===== src/rtl/psq_pkg.sv =====
package psq_pkg;

   typedef enum logic [2:0] {
      ST_IDLE,
      ST_SUP_WAIT,
      ST_SIG_DLY,
      ST_BL_DLY,
      ST_ON,
      ST_BL_OFF,
      ST_SIG_OFF,
      ST_HOLD
   } psq_state_e;

   typedef struct packed {
      logic sup;
      logic sig;
      logic bl;
      logic busy;
   } psq_out_t;

   // Enable pattern held by each state.
   function automatic psq_out_t psq_decode(psq_state_e s);
      psq_out_t o;
      o = '0;
      case (s)
         ST_IDLE:     o = '{sup: 1'b0, sig: 1'b0, bl: 1'b0, busy: 1'b0};
         ST_SUP_WAIT: o = '{sup: 1'b1, sig: 1'b0, bl: 1'b0, busy: 1'b1};
         ST_SIG_DLY:  o = '{sup: 1'b1, sig: 1'b0, bl: 1'b0, busy: 1'b1};
         ST_BL_DLY:   o = '{sup: 1'b1, sig: 1'b1, bl: 1'b0, busy: 1'b1};
         ST_ON:       o = '{sup: 1'b1, sig: 1'b1, bl: 1'b1, busy: 1'b0};
         ST_BL_OFF:   o = '{sup: 1'b1, sig: 1'b1, bl: 1'b0, busy: 1'b1};
         ST_SIG_OFF:  o = '{sup: 1'b1, sig: 1'b0, bl: 1'b0, busy: 1'b1};
         ST_HOLD:     o = '{sup: 1'b0, sig: 1'b0, bl: 1'b0, busy: 1'b1};
         default:     o = '0;
      endcase
      return o;
   endfunction

endpackage


===== src/rtl/psq_sync.sv =====
module psq_sync #(
   parameter int unsigned STAGES = 2
) (
   input  logic clk,
   input  logic rst,
   input  logic d,
   output logic q
);
   generate
      if (STAGES == 0) begin : g_bypass
         assign q = d;
      end else begin : g_chain
         logic [STAGES-1:0] sh;
         always_ff @(posedge clk) begin
            if (rst) sh <= '0;
            else     sh <= {sh[STAGES-2:0], d};
         end
         assign q = sh[STAGES-1];
      end
   endgenerate
endmodule


===== src/rtl/psq_ms_timer.sv =====
module psq_ms_timer #(
   parameter int unsigned CW = 8
) (
   input  logic          clk,
   input  logic          rst,
   input  logic          clr,
   input  logic          tick,
   input  logic [CW-1:0] lim,
   output logic          done
);
   logic [CW-1:0] cnt;

   always_ff @(posedge clk) begin
      if (rst || clr)               cnt <= '0;
      else if (tick && cnt != lim)  cnt <= cnt + 1'b1;
   end

   assign done = (cnt == lim);

   // The count never runs past the limit of the state it belongs to.
   assert_cnt_bounded_R2: assert property (@(posedge clk) disable iff (rst)
      (!$past(clr) && $stable(lim)) |-> (cnt <= lim));
endmodule


===== src/rtl/psq_fsm.sv =====
module psq_fsm
   import psq_pkg::*;
#(
   parameter int unsigned PG_TIMEOUT_MS  = 10,
   parameter int unsigned SIG_DELAY_MS   = 20,
   parameter int unsigned BL_DELAY_MS    = 200,
   parameter int unsigned BL_OFF_GAP_MS  = 1,
   parameter int unsigned SIG_OFF_GAP_MS = 1,
   parameter int unsigned OFF_HOLD_MS    = 150,
   parameter int unsigned CW             = 8
) (
   input  logic          clk,
   input  logic          rst,
   input  logic          on_req,
   input  logic          pg,
   input  logic          done,
   output logic          restart,
   output logic [CW-1:0] lim,
   output psq_out_t      out_q,
   output logic          fault_q
);
   psq_state_e st, nxt;
   logic       fault_set;

   always_comb begin
      nxt       = st;
      lim       = '0;
      fault_set = 1'b0;
      case (st)
         ST_IDLE: if (on_req && !fault_q) nxt = ST_SUP_WAIT;
         ST_SUP_WAIT: begin
            lim = CW'(PG_TIMEOUT_MS);
            if (!on_req)   nxt = ST_SIG_OFF;
            else if (pg)   nxt = ST_SIG_DLY;
            else if (done) begin
               nxt       = ST_HOLD;
               fault_set = 1'b1;
            end
         end
         ST_SIG_DLY: begin
            lim = CW'(SIG_DELAY_MS);
            if (!on_req)   nxt = ST_SIG_OFF;
            else if (done) nxt = ST_BL_DLY;
         end
         ST_BL_DLY: begin
            lim = CW'(BL_DELAY_MS + 1);
            if (!on_req)   nxt = ST_BL_OFF;
            else if (done) nxt = ST_ON;
         end
         ST_ON: if (!on_req) nxt = ST_BL_OFF;
         ST_BL_OFF: begin
            lim = CW'(BL_OFF_GAP_MS);
            if (done) nxt = ST_SIG_OFF;
         end
         ST_SIG_OFF: begin
            lim = CW'(SIG_OFF_GAP_MS);
            if (done) nxt = ST_HOLD;
         end
         ST_HOLD: begin
            lim = CW'(OFF_HOLD_MS + 1);
            if (done) nxt = (on_req && !fault_q) ? ST_SUP_WAIT : ST_IDLE;
         end
         default: nxt = ST_IDLE;
      endcase
   end

   assign restart = (nxt != st);

   always_ff @(posedge clk) begin
      if (rst) begin
         st      <= ST_IDLE;
         out_q   <= '0;
         fault_q <= 1'b0;
      end else begin
         st    <= nxt;
         out_q <= psq_decode(nxt);
         if (!on_req)        fault_q <= 1'b0;
         else if (fault_set) fault_q <= 1'b1;
      end
   end

   assert_fault_clears_R6: assert property (@(posedge clk) disable iff (rst)
      $fell(on_req) |=> !fault_q);
   assert_busy_idle_R8: assert property (@(posedge clk) disable iff (rst)
      !out_q.busy |-> ((out_q.sup == out_q.sig) && (out_q.sig == out_q.bl)));
endmodule


===== src/rtl/panel_pwr_seq.sv =====
module panel_pwr_seq
   import psq_pkg::*;
#(
   parameter int unsigned PG_TIMEOUT_MS  = 10,
   parameter int unsigned SIG_DELAY_MS   = 20,
   parameter int unsigned BL_DELAY_MS    = 200,
   parameter int unsigned BL_OFF_GAP_MS  = 1,
   parameter int unsigned SIG_OFF_GAP_MS = 1,
   parameter int unsigned OFF_HOLD_MS    = 150,
   parameter int unsigned PG_SYNC_STAGES = 2
) (
   input  logic clk,
   input  logic rst,
   input  logic tick_1ms,
   input  logic panel_on,
   input  logic supply_good,
   output logic supply_en,
   output logic signal_en,
   output logic backlight_en,
   output logic busy,
   output logic fault
);
   localparam int unsigned M1 = (PG_TIMEOUT_MS > SIG_DELAY_MS) ? PG_TIMEOUT_MS : SIG_DELAY_MS;
   localparam int unsigned M2 = (BL_DELAY_MS + 1 > OFF_HOLD_MS + 1) ? BL_DELAY_MS + 1 : OFF_HOLD_MS + 1;
   localparam int unsigned M3 = (BL_OFF_GAP_MS > SIG_OFF_GAP_MS) ? BL_OFF_GAP_MS : SIG_OFF_GAP_MS;
   localparam int unsigned M4 = (M1 > M2) ? M1 : M2;
   localparam int unsigned LIM_MAX = (M4 > M3) ? M4 : M3;
   localparam int unsigned CW = $clog2(LIM_MAX + 1);

   // Elaboration-time limits on the timing parameters.
   if (PG_TIMEOUT_MS < 1 || PG_TIMEOUT_MS > 10) begin : g_bad_pg
      $error("PG_TIMEOUT_MS must be 1..10");
   end
   if (SIG_DELAY_MS < 1 || SIG_DELAY_MS > 50) begin : g_bad_sig
      $error("SIG_DELAY_MS must be 1..50");
   end
   if (BL_DELAY_MS < 200) begin : g_bad_bl
      $error("BL_DELAY_MS must be at least 200");
   end
   if (OFF_HOLD_MS < 150) begin : g_bad_hold
      $error("OFF_HOLD_MS must be at least 150");
   end
   if (BL_OFF_GAP_MS < 1 || SIG_OFF_GAP_MS < 1) begin : g_bad_gap
      $error("off gaps must be at least 1");
   end

   logic          pg_s, restart, done;
   logic [CW-1:0] lim;
   psq_out_t      oq;

   psq_sync #(.STAGES(PG_SYNC_STAGES)) u_sync (
      .clk(clk), .rst(rst), .d(supply_good), .q(pg_s));

   psq_ms_timer #(.CW(CW)) u_tmr (
      .clk(clk), .rst(rst), .clr(restart), .tick(tick_1ms), .lim(lim), .done(done));

   psq_fsm #(
      .PG_TIMEOUT_MS(PG_TIMEOUT_MS), .SIG_DELAY_MS(SIG_DELAY_MS),
      .BL_DELAY_MS(BL_DELAY_MS), .BL_OFF_GAP_MS(BL_OFF_GAP_MS),
      .SIG_OFF_GAP_MS(SIG_OFF_GAP_MS), .OFF_HOLD_MS(OFF_HOLD_MS), .CW(CW)
   ) u_fsm (
      .clk(clk), .rst(rst), .on_req(panel_on), .pg(pg_s), .done(done),
      .restart(restart), .lim(lim), .out_q(oq), .fault_q(fault));

   assign supply_en    = oq.sup;
   assign signal_en    = oq.sig;
   assign backlight_en = oq.bl;
   assign busy         = oq.busy;

   // Interval watchers for the checks below.
   localparam int unsigned OFW = $clog2(OFF_HOLD_MS + 2);
   localparam int unsigned BLW = $clog2(BL_DELAY_MS + 2);
   logic [OFW-1:0] off_ticks;
   logic [BLW-1:0] sig_ticks;

   always_ff @(posedge clk) begin
      if (rst)                                              off_ticks <= OFW'(OFF_HOLD_MS + 1);
      else if (supply_en)                                   off_ticks <= '0;
      else if (tick_1ms && off_ticks != OFW'(OFF_HOLD_MS + 1)) off_ticks <= off_ticks + 1'b1;
   end

   always_ff @(posedge clk) begin
      if (rst || !signal_en)                                  sig_ticks <= '0;
      else if (tick_1ms && sig_ticks != BLW'(BL_DELAY_MS + 1)) sig_ticks <= sig_ticks + 1'b1;
   end

   assert_bl_order_R3: assert property (@(posedge clk) disable iff (rst)
      backlight_en |-> (signal_en && supply_en));
   assert_bl_delay_R3: assert property (@(posedge clk) disable iff (rst)
      $rose(backlight_en) |-> (sig_ticks > BLW'(BL_DELAY_MS)));
   assert_sig_order_R9: assert property (@(posedge clk) disable iff (rst)
      signal_en |-> supply_en);
   assert_bl_first_R4: assert property (@(posedge clk) disable iff (rst)
      $fell(signal_en) |-> (!backlight_en && $past(!backlight_en)));
   assert_off_hold_R5: assert property (@(posedge clk) disable iff (rst)
      $rose(supply_en) |-> (off_ticks > OFW'(OFF_HOLD_MS)));
   assert_fault_drop_R6: assert property (@(posedge clk) disable iff (rst)
      $rose(fault) |-> (!supply_en && !signal_en && !backlight_en));
endmodule


===== config.mk =====
export PLATFORM = sky130hd
export DESIGN_NAME = panel_pwr_seq
export DESIGN_NICKNAME = d
export VERILOG_FILES = /design/src/rtl/psq_pkg.sv /design/src/rtl/psq_sync.sv /design/src/rtl/psq_ms_timer.sv /design/src/rtl/psq_fsm.sv /design/src/rtl/panel_pwr_seq.sv
export SDC_FILE = /design/constraint.sdc
export NUM_CORES = 1
export LEC_CHECK = 0
export ABC_AREA = 1
export BUFFER_PORTS_ARGS = -buffer_cell sky130_fd_sc_hd__buf_2
export CAP_MARGIN = 20
export CORE_MARGIN = 1.5
export CORE_UTILIZATION = 45
export DETAILED_ROUTE_END_ITERATION = 6
export PLACE_DENSITY = 0.62
export SLEW_MARGIN = 20
export SYNTH_ARGS = -nofsm -noshare
export SYNTH_HDL_FRONTEND = slang
export SYNTH_SLANG_ARGS = --single-unit

===== constraint.sdc =====
create_clock -name clk -period 1.7 [get_ports clk]
set_input_delay 0.17 -clock clk [delete_from_list [all_inputs] [get_ports clk]]
set_output_delay 0.17 -clock clk [all_outputs]
set_load 0.01 [all_outputs]

# Word level (Yosys, flattened, before mapping)
# Memory sizes are Yosys's and may differ from the RTL's. A register that Yosys moved wholly into a read port is not among the register bits.
# Index checks and enable logic that the tools add are counted.
# word_totals
output_inout_bits	5
rom_bits	32
reg_bits	14
in_bits	5
n_memories	1
# memory_table
name	words	width	read_ports	rd_ports_with_merged_regs	wr	line_no	rtl
(name not given)	8	4	1	1	0	psq_pkg.sv:25	case (s)
# op_classes
mux	18
eq_ne	10
bitwise_logic	1
add_sub_neg	1
reduce_logical	7
# op_table
op	count
8-bit case mux with 5 select lines	1
3-bit two-way mux	11
3-bit case mux with 8 select lines	1
3-bit == test, second input constant	4
8-bit by 1-bit adder with 8-bit output, second input constant	1
8-bit == test	1
8-bit inequality test	1
3-bit by 2-bit == test with 1-bit output, second input constant	2
1-bit two-way mux	5
2-bit OR reduction	2
3-bit by 1-bit == test with 1-bit output, second input constant	1
3-bit zero test	1
3-bit inequality test	1
1-bit logical AND	2
1-bit zero test	1
1-bit logical OR	1
1-bit NOT	1

# Logic depth before layout (Yosys ltp)
# logic_depth
ltp_word	10
ltp_mapped	17

# Cells and area by module
# Synthesis repeated with hierarchy kept, for this count alone.
# unflattened
hier_cells	198
hier_area_um2	1290.0
# by_module_without_submodules
mod	n_inst	area_per_inst_um2	cells_each	seq_area_each_um2
psq_fsm	1	668.1	100	160.2
psq_ms_timer	1	566.8	92	160.2
psq_sync	1	55.1	6	40.0

# Worst setup path before layout
# No wires, ideal clock.
# synth_path
path_kind	reg2reg
from	register u_fsm.st[2]
to	register u_tmr.cnt[0]
setup_slack_ns	-0.090
path_stages_with_launch	16
period_less_slack_ns	1.790
t_arrival_ns	1.675
cell_sequence	dfxtp_1 buf_4 inv_2 nand3_2 nand3_1 nand3_2 nor2_4 nand2_4 nand2_1 nand2_1 nor2_1 nand2_1 nand2_2 nand2_1 nand3_4 nor2_2
# synth_via
elab_chain_len	10
# synth_rtl
element	line_no	rtl
start, declared	psq_fsm.sv:22	psq_state_e st, nxt;
start signal, assigned	psq_fsm.sv:75	st <= nxt;
3-bit == test	psq_fsm.sv:29	case (st)
2-bit OR reduction (no source line)	-	
8-bit case mux with 5 select lines	psq_fsm.sv:29	
8-bit == test	psq_ms_timer.sv:18	assign done = (cnt == lim);
3-bit two-way mux	psq_fsm.sv:35, psq_fsm.sv:57	
3-bit two-way mux	psq_fsm.sv:34	else if (pg) nxt = ST_SIG_DLY;
3-bit two-way mux	psq_fsm.sv:33	if (!on_req) nxt = ST_SIG_OFF;
3-bit case mux with 8 select lines	psq_fsm.sv:29	
3-bit inequality test	psq_fsm.sv:67	assign restart = (nxt != st);
1-bit logical OR	psq_ms_timer.sv:14	if (rst || clr) cnt <= '0;
end signal, assigned	psq_ms_timer.sv:15	else if (tick && cnt != lim) cnt <= cnt + 1'b1;
end, declared	psq_ms_timer.sv:11	logic [CW-1:0] cnt;
# Several ways; a longest one is shown, not always the timed one.
# A chain may end at the register's enable or synchronous reset.

# Worst setup path after layout
# layout_path
from	register u_fsm.st[1]
to	register u_tmr.cnt[6]
# Same word-level chain as after synthesis.

==> out/results.ini <==
[setup_path]
startpoint_to_endpoint_class_of_the_critical_path = reg2reg
path_cells = nand3_2 > nand3_1 > nand3_2 > nor2_4 > nand2_4 > nand2_1 > nand2_1 > nor2_1 > nand2_1 > nand2_2 > nand2_2 > nand3_4 > nor2_2
critical_path_arrival_ps = 2180
worstSetupStartpointType = register
critical-path-top-cell-by-count = sky130_fd_sc_hd__nand2_1
critical_path_peak_fanout = 8
worst_setup_path_end_kind = register
slowest_delay_ps = 440
worst_path_max_delay_cell = sky130_fd_sc_hd__dfxtp_4
timing.critical_path.required_ps = 1900

[timing]
final-setup-viol-count = 14
final_layout_worst_hold_slack_ps = 62.77
report.final.slew_viol_count = 0
finalHoldViolations = 0
totalNegativeSetupSlack_ps = -3269
fin_crit_ps = 1974
rsz0062_at_grt = true
worst-slew-pin-transition_ps = 429.6
timing.clock.skew_ps = 5.970
worst_slew_margin_rel_pct = 71.06
max_clock_freq_ghz = 0.5065
final.setup.worst_slack_ps = -274.4
timing.final.crit_share_pct = 116.1

[place]
standard_cell_area_after_detailed_placement_sq_um = 1455
detailedPlacementHpwl_microns = 2238
gp_congestion = 0.9838
port_buffers = 9

[global_route]
largest_net_degree_at_the_start_of_global_routing = 11
groute.usage.overall_pct = 22.66
number_of_antenna_violations_at_the_first_check_in_global_routing = 0
top_usage_layer = met2
global_route_wire_length_before_repair_microns = 4671
grt_pass1_vias = 1033
met2_usage_pct = 34.35
met1_usage_pct = 32.71
gr-usage-met3_pct = 3.333
globalRouteOverflowTotal = 0

[routing]
antenna_left = 0
drc = 0
route.final.wire_length_microns = 3070
dr.first_iter.drc_count = 46
wl_per_cell_microns = 12.18
drt_pass1_iterations = 4
vias = 1265
viasPerCell = 5.020

[layout]
synthToLayoutAreaGrowth_pct = 42.05
postLayoutCoreUtil_pct = 66.97
design.final.nets = 229
multi_input_logic_area_sq_um = 753.2
share_of_layout_cells_above_drive_strength_1_pct = 42.34
final_cell_area_sq_um = 1644
sequential_cell_area_sq_um = 371.6
num-fill-cells = 203
antennaDiodeCount = 0

[clock_network]
clock_pin_slew_on_the_worst_setup_and_hold_paths_ps = 100
worst_skew_pair.late_latency_ps = 300
cts.path.max_buffers = 2
tritoncts_clock_tree = done
clkSinkCount = 18
clk_root_buffer_cell = sky130_fd_sc_hd__clkbuf_4
cts-hold-fix-buffers = 0
cts_buffers = 3
clock_tree.htree_level_count = 1

[status]
outcome = finished with violations
violations = negative setup slack

[floorplan]
placement_rows = 18
initial_core_util_pct = 47.15
die_height_microns = 53.72
die-width_microns = 53.72
floorplan.die_area_sq_um = 2885
design.core.area_sq_um = 2455
design.portCount = 10

[pwr]
peakVddDrop_mv = 1.375
p_sw_uw = 1470
power.clock.fraction_pct = 8.5
fin_total_pwr_uw = 3127
swShare_pct = 47.02
standby_leakage_power_uw = 0.0008239
power_density_nw_per_um2 = 1902
seqPwrFrac_pct = 20.6
combinational_share_of_power_pct = 70.9
internal_power_uw = 1657

[synthesis]
synth.yosys.seq_area_share_pct = 31.14
postSynthAreaPerCell_sq_um = 6.651
ys_ff_latch = 18
postSynthCellCount = 174
cell_area_synth_sq_um = 1157
ys_warn_count = 0
synth.net_count = 180
synth_cell_type_count = 25

[job]
drv.max_cap_violation_count = 0

[worst_hold_path]
worstHoldPathType = in2reg

area by class of cell:
type | instances | area share (%)
tap | 30 | 2.283
sequential | 18 | 22.60
multi-input combinational | 126 | 45.81
inverter | 29 | 6.925
timing repair buffer | 45 | 20.17
clock buffer | 4 | 2.207
stage by stage:
stage / setup WS [ps] / cells
final: -274.4 / 252
after global routing: -377.6 / 252
after CTS: -183.2 / 248
after detailed placement: -243.7 / 238
after global placement: -195.1 / 238
after floorplan: 0.08149 / 174
synthesized netlist by cell type, drive strengths merged:
cell | count | share of area, %
inv | 29 | 9.4
buf | 2 | 1.3
ha | 1 | 1.1
nand2 | 51 | 18
o211ai | 1 | 0.65
xor2 | 6 | 4.5
nor3 | 7 | 3.5
or2 | 1 | 0.54
nand3 | 22 | 12
nor2 | 26 | 13
a21oi | 5 | 2.5
dfxtp | 18 | 31
o21ai | 3 | 1.3
mux2 | 1 | 0.97
o211a | 1 | 0.86
timing repair:
| item | in CTS | in global routing |
|---|---|---|
| endpoints found under the hold margin | 0 | 0 |
| pin swaps | 0 | 2 |
| gates cloned | 1 | 0 |
| resized for setup | 13 | 11 |
| setup buffers | 5 | 4 |
| endpoints found under the setup margin | 14 | 15 |
path summary, 6_finish.rpt:
check,from,to,slack (ps),cells after the start
max,u_fsm.st[1],u_tmr.cnt[6],-270,13
min,supply_good,u_sync.g_chain.sh[0],60,3
max reg2reg,u_fsm.st[1],u_tmr.cnt[6],-270,13
min reg2reg,u_sync.g_chain.sh[0],u_sync.g_chain.sh[1],420,2
power groups by stage:
stage               clock, uW  combinational [uW]  sequential [uW]
finish                    265                2220              644
global placement            0                1790              620
CTS                       269                1990              643
detailed placement          0                1800              624
floorplan                   0                1200              602
global route              287                2380              654
routing by layer:
layer	part of all wire, %	wire length (microns)
met5	0	0
met4	2.6	80
met3	6.4	195
met2	45	1379
met1	46	1414
cell families after synthesis:
kind of cell	share of synthesized area, %
compound gates	5.297
xor+xnor	4.541
fa+ha+maj	1.081
buf+inv	10.70
flops	31.14
mux	0.9729
simple gates	46.27
registers in the layout (all words and copies together), names as in the netlist:
signal and cells:
u_fsm.out_q 4, u_sync.g_chain.sh 2, u_fsm.fault_q 1, u_tmr.cnt 8
u_fsm.st 3
layout by cell type, fill, tap and decap left out:
| cell type | Yosys | routed |
|---|---|---|
| sky130_fd_sc_hd__buf_4 | 2 | 30 |
| sky130_fd_sc_hd__inv_4 | 0 | 2 |
| sky130_fd_sc_hd__nor3_4 | 0 | 1 |
| sky130_fd_sc_hd__buf_6 | 0 | 5 |
| sky130_fd_sc_hd__dfxtp_1 | 18 | 15 |
| sky130_fd_sc_hd__clkbuf_2 | 0 | 1 |
| sky130_fd_sc_hd__nor3_1 | 6 | 5 |
| sky130_fd_sc_hd__nand2_2 | 2 | 9 |
| sky130_fd_sc_hd__inv_2 | 3 | 3 |
| sky130_fd_sc_hd__o211ai_1 | 1 | 1 |
| sky130_fd_sc_hd__dfxtp_4 | 0 | 3 |
| sky130_fd_sc_hd__nand2_1 | 48 | 41 |
| sky130_fd_sc_hd__mux2_2 | 1 | 1 |
| sky130_fd_sc_hd__o211a_1 | 1 | 1 |
| sky130_fd_sc_hd__o21ai_0 | 2 | 2 |
| sky130_fd_sc_hd__nor2_4 | 4 | 4 |
| sky130_fd_sc_hd__inv_1 | 26 | 24 |
| sky130_fd_sc_hd__nand2_4 | 1 | 2 |
| sky130_fd_sc_hd__nand3_4 | 1 | 2 |
| sky130_fd_sc_hd__clkbuf_4 | 0 | 3 |
| sky130_fd_sc_hd__nor2_2 | 8 | 8 |
| sky130_fd_sc_hd__ha_1 | 1 | 1 |
| sky130_fd_sc_hd__nor2_1 | 14 | 14 |
| sky130_fd_sc_hd__nand3_2 | 3 | 7 |
| sky130_fd_sc_hd__o21ai_1 | 1 | 1 |
| sky130_fd_sc_hd__nor3_2 | 1 | 1 |
| sky130_fd_sc_hd__a21oi_1 | 4 | 4 |
| sky130_fd_sc_hd__buf_2 | 0 | 9 |
| sky130_fd_sc_hd__clkbuf_8 | 0 | 1 |
| sky130_fd_sc_hd__a21oi_4 | 0 | 1 |
| sky130_fd_sc_hd__xor2_1 | 6 | 6 |
| sky130_fd_sc_hd__or2_2 | 1 | 1 |
| sky130_fd_sc_hd__nand3_1 | 18 | 13 |
critical path, delay by kind of cell (launching register included):
kind | cells | cell delay [ps]
flops | 1 | 440
simple gates | 13 | 1430
Power figures use the tool's default switching activity.
